`config.mk`:
```
export PLATFORM = sky130hd
export DESIGN_NAME = rxs_sample_regen
export DESIGN_NICKNAME = d
export VERILOG_FILES = /design/src/rtl/rxs_pkg.sv /design/src/rtl/rxs_level_detect.sv /design/src/rtl/rxs_phase_reduce.sv /design/src/rtl/rxs_sync_divider.sv /design/src/rtl/rxs_sample_regen.sv
export SDC_FILE = /design/constraint.sdc
export NUM_CORES = 1
export LEC_CHECK = 0
export BUFFER_PORTS_ARGS = -buffer_cell sky130_fd_sc_hd__buf_4
export CAP_MARGIN = 20
export CORE_MARGIN = 5
export CORE_UTILIZATION = 63
export CTS_CLUSTER_DIAMETER = 80
export DETAILED_ROUTE_END_ITERATION = 12
export PLACE_DENSITY = 0.9
export SLEW_MARGIN = 20
export SYNTH_ARGS = -nofsm -noshare
export SYNTH_HDL_FRONTEND = slang
export SYNTH_SLANG_ARGS = --single-unit
```
`constraint.sdc`:
```
create_clock -name clk -period 49.9 [get_ports clk]
set_input_delay 14.97 -clock clk [delete_from_list [all_inputs] [get_ports clk]]
set_output_delay 14.97 -clock clk [all_outputs]
set_load 0.05 [all_outputs]
```
`src/rtl/rxs_pkg.sv`:
```
package rxs_pkg;
   // lock state of the strobe divider
   typedef enum logic {
      ST_ARMED  = 1'b0,
      ST_LOCKED = 1'b1
   } rxs_state_e;
endpackage

```
`src/rtl/rxs_level_detect.sv`:
```
module rxs_level_detect #(
   parameter int LVL_W = 7
) (
   input  logic             clk,
   input  logic             rst_n,
   input  logic [LVL_W-1:0] env_sample,
   input  logic [LVL_W-1:0] threshold,
   input  logic             capture_en,
   output logic             fall,
   output logic             sample_bit
);
   logic level;
   logic level_q;
   logic bit_q;

   generate
      if (LVL_W < 1) begin : g_bad_lvl
         $error("rxs_level_detect: LVL_W must be at least 1");
      end
   endgenerate

   assign level = (env_sample >= threshold);
   assign fall  = level_q & ~level;

   always_ff @(posedge clk or negedge rst_n) begin
      if (!rst_n) begin
         level_q <= 1'b0;
         bit_q   <= 1'b0;
      end else begin
         level_q <= level;
         if (capture_en) bit_q <= level;
      end
   end

   assign sample_bit = bit_q;
endmodule

```
`src/rtl/rxs_phase_reduce.sv`:
```
module rxs_phase_reduce #(
   parameter int DIV_W = 8,
   parameter int PH_W  = 8
) (
   input  logic [DIV_W-1:0] div_ratio,
   input  logic [PH_W-1:0]  phase_ofs,
   output logic [DIV_W-1:0] n_eff,
   output logic [DIV_W-1:0] phase_q
);
   logic [DIV_W-1:0] rem [0:PH_W];

   generate
      if (DIV_W < 1 || PH_W < 1) begin : g_bad_w
         $error("rxs_phase_reduce: widths must be at least 1");
      end
   endgenerate

   assign n_eff  = (div_ratio == '0) ? DIV_W'(1) : div_ratio;
   assign rem[0] = '0;

   // restoring remainder, one stage per phase bit, MSB first
   generate
      for (genvar i = 0; i < PH_W; i++) begin : g_stage
         logic [DIV_W:0] trial;
         logic           ge;
         assign trial = {rem[i], phase_ofs[PH_W-1-i]};
         assign ge    = (trial >= {1'b0, n_eff});
         assign rem[i+1] = ge ? DIV_W'(trial - {1'b0, n_eff}) : trial[DIV_W-1:0];
      end
   endgenerate

   assign phase_q = rem[PH_W];
endmodule

```
`src/rtl/rxs_sync_divider.sv`:
```
module rxs_sync_divider
   import rxs_pkg::*;
#(
   parameter int DIV_W = 8
) (
   input  logic             clk,
   input  logic             rst_n,
   input  logic             frame_idle,
   input  logic             fall,
   input  logic [DIV_W-1:0] n_eff,
   input  logic [DIV_W-1:0] phase_q,
   output logic             sample_en,
   output logic             locked
);
   rxs_state_e       state;
   logic [DIV_W-1:0] cnt;
   logic             wrap;

   assign wrap = (cnt == n_eff - 1'b1);

   always_ff @(posedge clk or negedge rst_n) begin
      if (!rst_n) begin
         state <= ST_ARMED;
         cnt   <= '0;
      end else if (frame_idle) begin
         state <= ST_ARMED;
         cnt   <= '0;
      end else begin
         unique case (state)
            ST_ARMED: begin
               if (fall) begin
                  state <= ST_LOCKED;
                  cnt   <= '0;
               end
            end
            ST_LOCKED: cnt <= wrap ? '0 : cnt + 1'b1;
            default:   state <= ST_ARMED;
         endcase
      end
   end

   assign locked    = (state == ST_LOCKED);
   assign sample_en = locked & ~frame_idle & (cnt == phase_q);
endmodule

```
`src/rtl/rxs_sample_regen.sv`:
```
module rxs_sample_regen #(
   parameter int LVL_W = 7,
   parameter int DIV_W = 8,
   parameter int PH_W  = 8
) (
   input  logic             clk,
   input  logic             rst_n,
   input  logic             frame_idle,
   input  logic [LVL_W-1:0] env_sample,
   input  logic [LVL_W-1:0] threshold,
   input  logic [DIV_W-1:0] div_ratio,
   input  logic [PH_W-1:0]  phase_ofs,
   output logic             sample_en,
   output logic             sample_bit
);
   logic             fall_w;
   logic             strobe_w;
   logic             locked_w;
   logic [DIV_W-1:0] n_eff_w;
   logic [DIV_W-1:0] phase_q_w;

   rxs_level_detect #(.LVL_W(LVL_W)) u_level (
      .clk        (clk),
      .rst_n      (rst_n),
      .env_sample (env_sample),
      .threshold  (threshold),
      .capture_en (strobe_w),
      .fall       (fall_w),
      .sample_bit (sample_bit)
   );

   rxs_phase_reduce #(.DIV_W(DIV_W), .PH_W(PH_W)) u_phase (
      .div_ratio (div_ratio),
      .phase_ofs (phase_ofs),
      .n_eff     (n_eff_w),
      .phase_q   (phase_q_w)
   );

   rxs_sync_divider #(.DIV_W(DIV_W)) u_div (
      .clk        (clk),
      .rst_n      (rst_n),
      .frame_idle (frame_idle),
      .fall       (fall_w),
      .n_eff      (n_eff_w),
      .phase_q    (phase_q_w),
      .sample_en  (strobe_w),
      .locked     (locked_w)
   );

   assign sample_en = strobe_w;
endmodule

```
==> impl_metrics.ini <==
[final_layout]
drive_gt1_share_pct = 12.4
fin_cells = 708
multi_input_area_um2 = 3920
syn_to_final_growth_pct = 8.23
n_antenna_cell = 0
fillers = 552
final_core_util_pct = 70.6
register_area_um2 = 275
nets = 720

[power_and_ir_drop]
peakVddDrop_mv = 0.0514
power.leakage_nw = 2.25
power-per-cell-area_nw_per_um2 = 50.9

[hold_path]
min_from = u_level.level_q
hp-class = register to register

[timing]
final.min_clock_period_ns = 48.42
tightest_slew_ns = 0.607
hold_viol = 0
setup_violations = 0
rsz0062_at_grt = no
min_period_over_period_pct = 97.0
fin_skew_ns = 0.00119
setup_tns_ns = 0
slew_violations = 0
max_freq_ghz = 0.0207
relSlewSlack_pct = 59.2

[routing]
ant_nets = 0
num_vias = 4649
routedWlPerCell_um = 17.0
drc = 0
vias_per_cell = 6.57
drt_iter0_markers = 351
routed_wl_um = 12000
drtPass1Iterations = 5

[run_status]
status = complete, no violations

[worst_setup_path]
crit_path_start = div_ratio[5]
crit_fanout = 10
required_ns = 34.93
crit_slowest_cell = o31ai_1
reg2reg_from = u_div.cnt[5]
worstPathArrival_ns = 33.45
worstSetupPathType = input pin to output port
critPathLaunchType = input pin
crit_path_end_kind = output port
slowest_delay_ns = 0.57

[synthesis]
ys_types = 77
synth_area_per_cell_um2 = 7.58
synth_seq_cells = 11
synth_top_flop_cell = dfrtp_1
syn-cell-area_um2 = 4450
yosys.area.top_type = ha_1
synth_area_leaders = ha_1 19%, xnor2_1 6.9%, dfrtp_1 6.2%
syn_inst = 588
syn_nets = 695
synth_top_area_share_pct = 18.8
synth_edf_count = 0
synth_warnings = 0
async_flop_share_pct = 100
ys_seq_area_share_pct = 6.18

[clock_tree]
clk_latency_ns = 0.24
clock-sinks = 11
root_buffer = clkbuf_8
post-cts-setup-buffers = 0
clockBufferDepth = 2
tritoncts = built
clk_pin_slew_ns = 0.05
htreeDepth = 1
numCtsBuffers = 3

[placement]
dpl.hpwl_um = 9830
dp_cells = 704
routabilityCongestion = 1.02
io_buffers = 34

[floorplan]
dieWidth_um = 94.1
die_y_um = 94.1
start_util_pct = 65.2
io_pins = 35
dieArea_um2 = 8850
core_area_um2 = 6830
rows = 30

[run]
maxCapViolations = 0

[global_routing]
antenna_found_initial = 0
gr-usage-all-layers_pct = 27.8
gr-total-overflow = 0
grt_pass1_vias = 4534
grt_pass1_wl_um = 20300
grt_max_degree = 19
[per-stage QoR]
stage                     setup WS [ns]  instance area, um^2  hold slack, ns  total power [mW]
after floorplan                    3.86                 4450           0.465             0.191
after global placement             2.14                 4770           0.479             0.224
after detailed placement           1.50                 4770           0.485             0.231
after CTS                          1.43                 4810           0.498             0.241
after global routing             0.0164                 4820           0.541             0.268
final                              1.48                 4820           0.496             0.245
[layout by cell type, fill, tap and decap left out, types with 7 or more instances in the layout]
cell type	count
nor3_1	16
a21o_1	14
o21a_1	11
mux2i_1	10
dfrtp_1	11
o21ai_0	42
nand4_1	14
nor2_1	38
nand3_1	13
a21boi_0	8
ha_1	67
nand2_1	27
nand2b_1	13
xor2_1	12
xnor2_1	35
mux2_2	12
fa_1	7
inv_1	53
a211oi_1	9
a21oi_1	38
buf_4	34
nor2b_1	21
[registers in the layout (all words and copies together) (netlist names)]
name	cells
u_div.cnt	8
u_div.locked	1
u_level.level_q	1
u_level.sample_bit	1
[synth_stat cells, drive strengths merged, types with 12 or more instances]
cell type and n:
o21ai 45, mux2 13, xnor2 35, nand2 27, a21o 15, nor2b 22
nand4 14, nand3 14, a21oi 39, a211oi 12, nor3 17, inv 54
nor2 39, nand2b 13, xor2 12, ha 67
[power by group]
group	leakage, nW	switching (mW)	internal, mW	total [mW]
Combinational	2.08	0.128	0.0985	0.227
Sequential	0.150	0.000463	0.00938	0.00985
Clock	0.0228	0.00324	0.00560	0.00883
[logic make-up after synthesis]
kind of cell,after synthesis,synth area share (%)
muxes,23,5.53
adders and majority gates,74,22.0
buffers and inverters,68,5.90
DFF,11,6.18
and+or+nand+nor,182,22.5
xor gates and xnor gates,47,9.24
AOI/OAI and AO/OA,183,28.7
[area by class of cell]
type	count	share of cell area, %
timing repair buffer	34	5.29
clock buffer	4	0.934
inverter	54	4.28
sequential	11	5.71
tap	96	2.49
multi-input combinational	509	81.3
[metal layers]
| layer | global-route usage [%] | share of wire, % | routed length, um | up-vias |
|---|---|---|---|---|
| met5 | 0 | 0 | 0 | - |
| met2 | 49.1 | 48 | 5790 | 201 |
| li1 | - | - | - | 2222 |
| met1 | 35.1 | 42 | 5110 | 2195 |
| met3 | 3.93 | 7.1 | 855 | 31 |
| met4 | 7.34 | 2.2 | 269 | 0 |
[worst paths after layout]
path,to,slack [ns],depth (start not counted)
max,sample_en,1.48,77
max reg2reg,u_level.sample_bit,47.29,9
min,u_div.locked,0.50,2
max in group asynchronous,u_div.cnt[2],35.20,1
min reg2reg,u_div.locked,0.50,2
min in group asynchronous,u_level.sample_bit,14.56,1
[timing repair]
| action | 4_1_cts | 5_1_grt |
|---|---|---|
| setup endpoints to repair | 0 | 1 |
| hold buffers | 0 | 0 |
| resized for setup | 0 | 4 |
[worst max-delay path, delay by kind of cell]
| kind | cells | cell delay (ns) |
|---|---|---|
| AO/OA/AOI/OAI | 40 | 9.31 |
| adder cells (fa/ha/maj) | 9 | 2.73 |
| buffers and inverters | 7 | 0.72 |
| multiplexers | 3 | 1.22 |
| AND/OR/NAND/NOR | 18 | 4.49 |
(Power assumes the default switching activity.)
